`src/rtl/dhf_pkg.sv`:
```
`timescale 1ns/1ps
package dhf_pkg;

    // Decision codes reported on dec_kind
    typedef enum logic [2:0] {
        MK_NONE       = 3'd0,
        MK_STATION    = 3'd1,
        MK_BCAST      = 3'd2,
        MK_HASH_UNI   = 3'd3,
        MK_HASH_MULTI = 3'd4,
        MK_PROMISC    = 3'd5
    } match_kind_e;

endpackage

```
`src/rtl/dhf_addr_collector.sv`:
```
`timescale 1ns/1ps
// Gathers the first ADDR_BYTES bytes of a frame into one address word.
module dhf_addr_collector #(
    parameter int ADDR_BYTES = 6
) (
    input  logic                    clk,
    input  logic                    rst_n,
    input  logic                    byte_valid,
    input  logic                    byte_sof,
    input  logic [7:0]              byte_data,
    output logic [ADDR_BYTES*8-1:0] addr_o,
    output logic                    done_o
);
    localparam int ADDR_W = ADDR_BYTES * 8;
    localparam int CNT_W  = $clog2(ADDR_BYTES + 1);
    localparam logic [CNT_W-1:0] CNT_FULL = CNT_W'(ADDR_BYTES);
    localparam logic [CNT_W-1:0] CNT_ONE  = CNT_W'(1);

    typedef struct packed {
        logic [CNT_W-1:0]  cnt;   // 0: no frame open, CNT_FULL: address complete
        logic [ADDR_W-1:0] addr;
        logic              done;
    } coll_t;

    coll_t st_d, st_q;

    always_comb begin
        st_d      = st_q;
        st_d.done = 1'b0;
        if (byte_valid) begin
            if (byte_sof) begin
                st_d.addr[7:0] = byte_data;
                st_d.cnt       = CNT_ONE;
                st_d.done      = (CNT_ONE == CNT_FULL);
            end else if (st_q.cnt != '0 && st_q.cnt != CNT_FULL) begin
                st_d.addr[int'(st_q.cnt)*8 +: 8] = byte_data;
                st_d.cnt  = st_q.cnt + CNT_ONE;
                st_d.done = ((st_q.cnt + CNT_ONE) == CNT_FULL);
            end
        end
    end

    always_ff @(posedge clk) begin
        if (!rst_n) begin
            st_q <= '0;
        end else begin
            st_q <= st_d;
        end
    end

    assign addr_o = st_q.addr;
    assign done_o = st_q.done;

endmodule

```
`src/rtl/dhf_hash_fold.sv`:
```
`timescale 1ns/1ps
// Reduces an address to an index: index bit n is the XOR of every IDX_W-th bit from n.
module dhf_hash_fold #(
    parameter int ADDR_W = 48,
    parameter int IDX_W  = 6
) (
    input  logic [ADDR_W-1:0] addr_i,
    output logic [IDX_W-1:0]  idx_o
);
    localparam int TERMS = (ADDR_W + IDX_W - 1) / IDX_W;

    for (genvar n = 0; n < IDX_W; n++) begin : g_col
        logic acc;
        always_comb begin
            acc = 1'b0;
            for (int k = 0; k < TERMS; k++) begin
                if (n + k * IDX_W < ADDR_W) begin
                    acc = acc ^ addr_i[n + k * IDX_W];
                end
            end
        end
        assign idx_o[n] = acc;
    end

endmodule

```
`src/rtl/dhf_hash_table.sv`:
```
`timescale 1ns/1ps
// Hash table loaded one word at a time, read one bit at a time.
module dhf_hash_table #(
    parameter int IDX_W  = 6,
    parameter int WORD_W = 32
) (
    input  logic                                         clk,
    input  logic                                         rst_n,
    input  logic                                         wr_en,
    input  logic [$clog2((1 << IDX_W) / WORD_W)-1:0]     wr_sel,
    input  logic [WORD_W-1:0]                            wr_data,
    input  logic [IDX_W-1:0]                             idx_i,
    output logic                                         hit_o
);
    localparam int TABLE_W = 1 << IDX_W;

    logic [TABLE_W-1:0] tbl_d, tbl_q;

    always_comb begin
        tbl_d = tbl_q;
        if (wr_en) begin
            tbl_d[int'(wr_sel)*WORD_W +: WORD_W] = wr_data;
        end
    end

    always_ff @(posedge clk) begin
        if (!rst_n) begin
            tbl_q <= '0;
        end else begin
            tbl_q <= tbl_d;
        end
    end

    assign hit_o = tbl_q[idx_i];

endmodule

```
`src/rtl/dest_hash_filter.sv`:
```
`timescale 1ns/1ps
// Destination address filter: broadcast, station, hash and copy-all rules.
module dest_hash_filter #(
    parameter int ADDR_BYTES = 6,
    parameter int IDX_W      = 6,
    parameter int WORD_W     = 32
) (
    input  logic                              clk,
    input  logic                              rst_n,
    input  logic                              rx_valid,
    input  logic                              rx_sof,
    input  logic [7:0]                        rx_data,
    input  logic                              hash_we,
    input  logic [$clog2((1 << IDX_W) / WORD_W)-1:0] hash_sel,
    input  logic [WORD_W-1:0]                 hash_wdata,
    input  logic [WORD_W-1:0]                 sta_lo,
    input  logic [ADDR_BYTES*8-WORD_W-1:0]    sta_hi,
    input  logic                              cfg_copy_all,
    input  logic                              cfg_no_bcast,
    input  logic                              cfg_uni_hash_en,
    input  logic                              cfg_multi_hash_en,
    output logic                              dec_valid,
    output logic                              dec_accept,
    output logic [2:0]                        dec_kind
);
    import dhf_pkg::*;

    localparam int ADDR_W = ADDR_BYTES * 8;

    typedef struct packed {
        logic        valid;
        logic        accept;
        match_kind_e kind;
    } dec_t;

    logic [ADDR_W-1:0] addr;
    logic              addr_done;
    logic [IDX_W-1:0]  hash_idx;
    logic              hash_hit;
    logic              is_bcast;
    logic              sta_hit;
    logic              grp_bit;

    dec_t dec_d, dec_q;

    dhf_addr_collector #(
        .ADDR_BYTES (ADDR_BYTES)
    ) collect_i (
        .clk        (clk),
        .rst_n      (rst_n),
        .byte_valid (rx_valid),
        .byte_sof   (rx_sof),
        .byte_data  (rx_data),
        .addr_o     (addr),
        .done_o     (addr_done)
    );

    dhf_hash_fold #(
        .ADDR_W (ADDR_W),
        .IDX_W  (IDX_W)
    ) fold_i (
        .addr_i (addr),
        .idx_o  (hash_idx)
    );

    dhf_hash_table #(
        .IDX_W  (IDX_W),
        .WORD_W (WORD_W)
    ) table_i (
        .clk     (clk),
        .rst_n   (rst_n),
        .wr_en   (hash_we),
        .wr_sel  (hash_sel),
        .wr_data (hash_wdata),
        .idx_i   (hash_idx),
        .hit_o   (hash_hit)
    );

    assign is_bcast = &addr;
    assign sta_hit  = (addr == {sta_hi, sta_lo});
    assign grp_bit  = addr[0];

    always_comb begin
        dec_d        = '0;
        dec_d.kind   = MK_NONE;
        dec_d.valid  = addr_done;
        if (addr_done) begin
            if (is_bcast) begin
                dec_d.kind = cfg_no_bcast ? MK_NONE : MK_BCAST;
            end else if (sta_hit) begin
                dec_d.kind = MK_STATION;
            end else if (hash_hit && grp_bit && cfg_multi_hash_en) begin
                dec_d.kind = MK_HASH_MULTI;
            end else if (hash_hit && !grp_bit && cfg_uni_hash_en) begin
                dec_d.kind = MK_HASH_UNI;
            end else if (cfg_copy_all) begin
                dec_d.kind = MK_PROMISC;
            end
            dec_d.accept = (dec_d.kind != MK_NONE);
        end
    end

    always_ff @(posedge clk) begin
        if (!rst_n) begin
            dec_q <= '{valid: 1'b0, accept: 1'b0, kind: MK_NONE};
        end else begin
            dec_q <= dec_d;
        end
    end

    assign dec_valid  = dec_q.valid;
    assign dec_accept = dec_q.accept;
    assign dec_kind   = dec_q.kind;

endmodule

```
`config.mk`:
```
export PLATFORM = sky130hd
export DESIGN_NAME = dest_hash_filter
export DESIGN_NICKNAME = d
export VERILOG_FILES = /design/src/rtl/dhf_pkg.sv /design/src/rtl/dhf_addr_collector.sv /design/src/rtl/dhf_hash_fold.sv /design/src/rtl/dhf_hash_table.sv /design/src/rtl/dest_hash_filter.sv
export SDC_FILE = /design/constraint.sdc
export NUM_CORES = 1
export LEC_CHECK = 0
export BUFFER_PORTS_ARGS = -buffer_cell sky130_fd_sc_hd__buf_2
export CORE_ASPECT_RATIO = 0.6
export CORE_MARGIN = 4
export CORE_UTILIZATION = 35
export DETAILED_ROUTE_END_ITERATION = 10
export SKIP_LAST_GASP = 1
export SYNTH_ARGS = -nofsm -noshare
export SYNTH_HDL_FRONTEND = slang
export SYNTH_HIERARCHICAL = 1
export SYNTH_SLANG_ARGS = --single-unit
```
`constraint.sdc`:
```
create_clock -name clk -period 7.7 [get_ports clk]
set_input_delay 1.54 -clock clk [delete_from_list [all_inputs] [get_ports clk]]
set_output_delay 1.54 -clock clk [all_outputs]
set_load 0.01 [all_outputs]
```
==> impl_metrics.tcl <==
set metrics [dict create \
    grt_max_degree 100 \
    ir_drop_v 0.000146 \
    cp-startpoint "collect_i/addr_o[25]$_SDFFE_PN0P_" \
    grt_pass1_vias 4912 \
    clkLatencyLatePin_ns 0.41 \
    cp.arrival_ns 4.07 \
    worst_pin_slew_ns 1.24 \
    rr_startpoint "collect_i/addr_o[25]$_SDFFE_PN0P_" \
    synth_top_area_share_pct 35.8 \
    wl_per_cell_um 18.3 \
    combPwrFrac_pct 10.5 \
    ant_nets 0 \
    skew_ns 0.00928 \
    crit_path_max_fanout 16 \
    gp_congestion 0.923 \
    p_leak_nw 2.90 \
    p_sw_mw 0.389 \
    drt_iter0_markers 481 \
    setup_tns_ns 0 \
    tritoncts "built" \
    ys.warnings.count 6 \
    final_common_cell "nand2_1" \
    place_inst 1007 \
    power_mw 1.70 \
    end_kind "register" \
    slew_viol_final 0 \
    ys_ff_latch 121 \
    synth_cells 741 \
    synthArstFlopShare_pct 0 \
    ys_types 61 \
    syn-cell-area_sq_um 6760 \
    synth-main-ff-cell "dfxtp_1" \
    clockBufferDepth 2 \
    intPower_mw 1.31 \
    io_pins 103 \
    nNetsFinal 883 \
    hold_path.class "reg -> reg" \
    viasPerCell 5.11 \
    cts_setup_buffers 0 \
    power_density_nw_per_um2 221 \
    drc_errors 0 \
    dpl.hpwl_um 14000 \
    period_share_pct 48.6 \
    drt-total-wl_um 19000 \
    firstDrtPassIters 5 \
    max_cap_violations 0 \
    cts.sinks 121 \
    outcome "complete, no violations" \
    p_clk_share_pct 50.5 \
    synth_area_per_cell_sq_um 9.12 \
    postCtsResizedCells 0 \
    num_rows 39 \
    finalHoldViolations 0 \
    clk_pin_slew_ns 0.05 \
    yosysTopAreaCell "dfxtp_1" \
    portBuffers 102 \
    synth_edf_count 0 \
    crit_required_ns 8.03 \
    syn_to_final_growth_pct 13.6 \
    grt_overflow 0 \
    cts.htree.levels 4 \
    grt_setup_unrepaired "false" \
    cts-root-buf "clkbuf_16" \
    pwr-share-seq_pct 38.9 \
    vias 5309 \
    final_cell_mix "158 x nand2_1, 121 x dfxtp_1, 102 x buf_2" \
    cts_made_buffers 17 \
    p_sw_share_pct 22.9 \
    crit_type "reg -> reg" \
    ys_seq_area_share_pct 35.8 \
    setup_viol 0 \
    period_needed_ns 3.74 \
    antenna_found_initial 6 \
    fin_cells 1039 \
    coreArea_sq_um 19000 \
    maxSlewHeadroom_pct 17.4 \
    fmax_mhz 267 \
    die_w_um 187 \
    grt_pass1_wl_um 29200 \
    postCtsHoldBufs 0 \
    synthTopCellsByArea "dfxtp_1 36%, xnor2_1 11%, nand2_1 8.8%" \
    fp.dieH_um 116 \
    crit_path_start_kind "register" \
    layout-drive-gt1-share_pct 21.3 \
    min_from "table_i/tbl_q[4]$_SDFFE_PN0P_" \
    grt_util_all_layers_pct 17.6 \
    start_util_pct 35.6 \
    synth_fp_nets 844 \
    die_area_sq_um 21700 \
]
[registers in the layout, indices dropped and copies added, names as in the netlist]
name / cells
collect_i/addr_o: 48
collect_i/st_q: 3
dec_kind: 3
dec_valid: 1
table_i/tbl_q: 64
collect_i/done_o: 1
dec_accept: 1
[area by class of cell]
type,instances,area (sq um)
multi-input cells,522,3720
repair buffers,110,571
flip-flops and latches,121,2420
clock inverters,8,169
well taps,246,308
clock buffers,23,458
diodes,1,2.50
fillers,1901,11300
inverters,8,30.0
[power groups by stage]
stage          registers [mW]  clock network, mW  logic, mW
6_report                0.660              0.857      0.179
5_1_grt                 0.662              0.902      0.197
4_1_cts                 0.660              0.871      0.179
3_5_place_dp            0.673                  0      0.178
3_3_place_gp            0.673                  0      0.177
2_1_floorplan           0.665                  0      0.132
[path summary, 6_finish.rpt]
check                                       end  slack (ns)  cells past startpoint
setup reg to reg          dec_accept$_SDFF_PN0_        3.96                     13
hold reg to reg   table_i/tbl_q[4]$_SDFFE_PN0P_        0.46                      2
setup / recovery          dec_accept$_SDFF_PN0_        3.96                     13
hold / removal    table_i/tbl_q[4]$_SDFFE_PN0P_        0.46                      2
[cells by family after synthesis]
family | count (synthesis) | share of synthesized area [%]
fa+ha+maj | 5 | 0.925
simple gates | 266 | 18.7
mux | 63 | 12.5
xor+xnor | 91 | 11.8
compound gates | 97 | 10.9
buf+inv | 98 | 9.36
flops | 121 | 35.8
[per-layer routing]
layer	GRT usage (%)	part of all wire [%]	vias to the layer above
met5	0	0.36	-
met4	4.69	0.83	10
met3	6.50	9.9	22
met2	23.2	39	179
met1	26.5	50	2544
li1	-	-	2554
[cell usage after synthesis (7+ instances only)]
cell type  number
nand2_1       158
xor2_1          7
buf_4          54
nor2_1         35
nand4_1        25
xnor2_1        84
a21boi_0       64
dfxtp_1       121
nand3_1        11
clkbuf_1       26
o31ai_1         8
inv_1           7
mux4_2         10
mux2i_1        44
[worst max-delay path, stage by stage (launching register included)]
cell	delay [ns]
dfxtp_1	0.35
xnor2_1	0.28
xnor2_1	0.15
xnor2_2	0.91
mux4_2	0.61
nor2b_1	0.17
a2111oi_4	0.33
o22ai_1	0.10
and3_1	0.26
nand2_1	0.12
a21oi_1	0.07
nor2_1	0.12
nor2_1	0.06
a31oi_1	0.15
[stage by stage]
stage | instance area (sq um) | hold slack [ns] | util [%] | setup WS [ns]
CTS | 7680 | 0.464 | 40.5 | 3.98
floorplan | 6760 | 0.435 | - | 4.82
global route | 7680 | 0.480 | 40.5 | 3.64
detailed placement | 7050 | 0.457 | 37.2 | 3.85
global placement | 7050 | 0.450 | 37.2 | 4.00
finish | 7680 | 0.460 | 40.5 | 3.96
No activity file was read; power rests on OpenSTA's default activity.
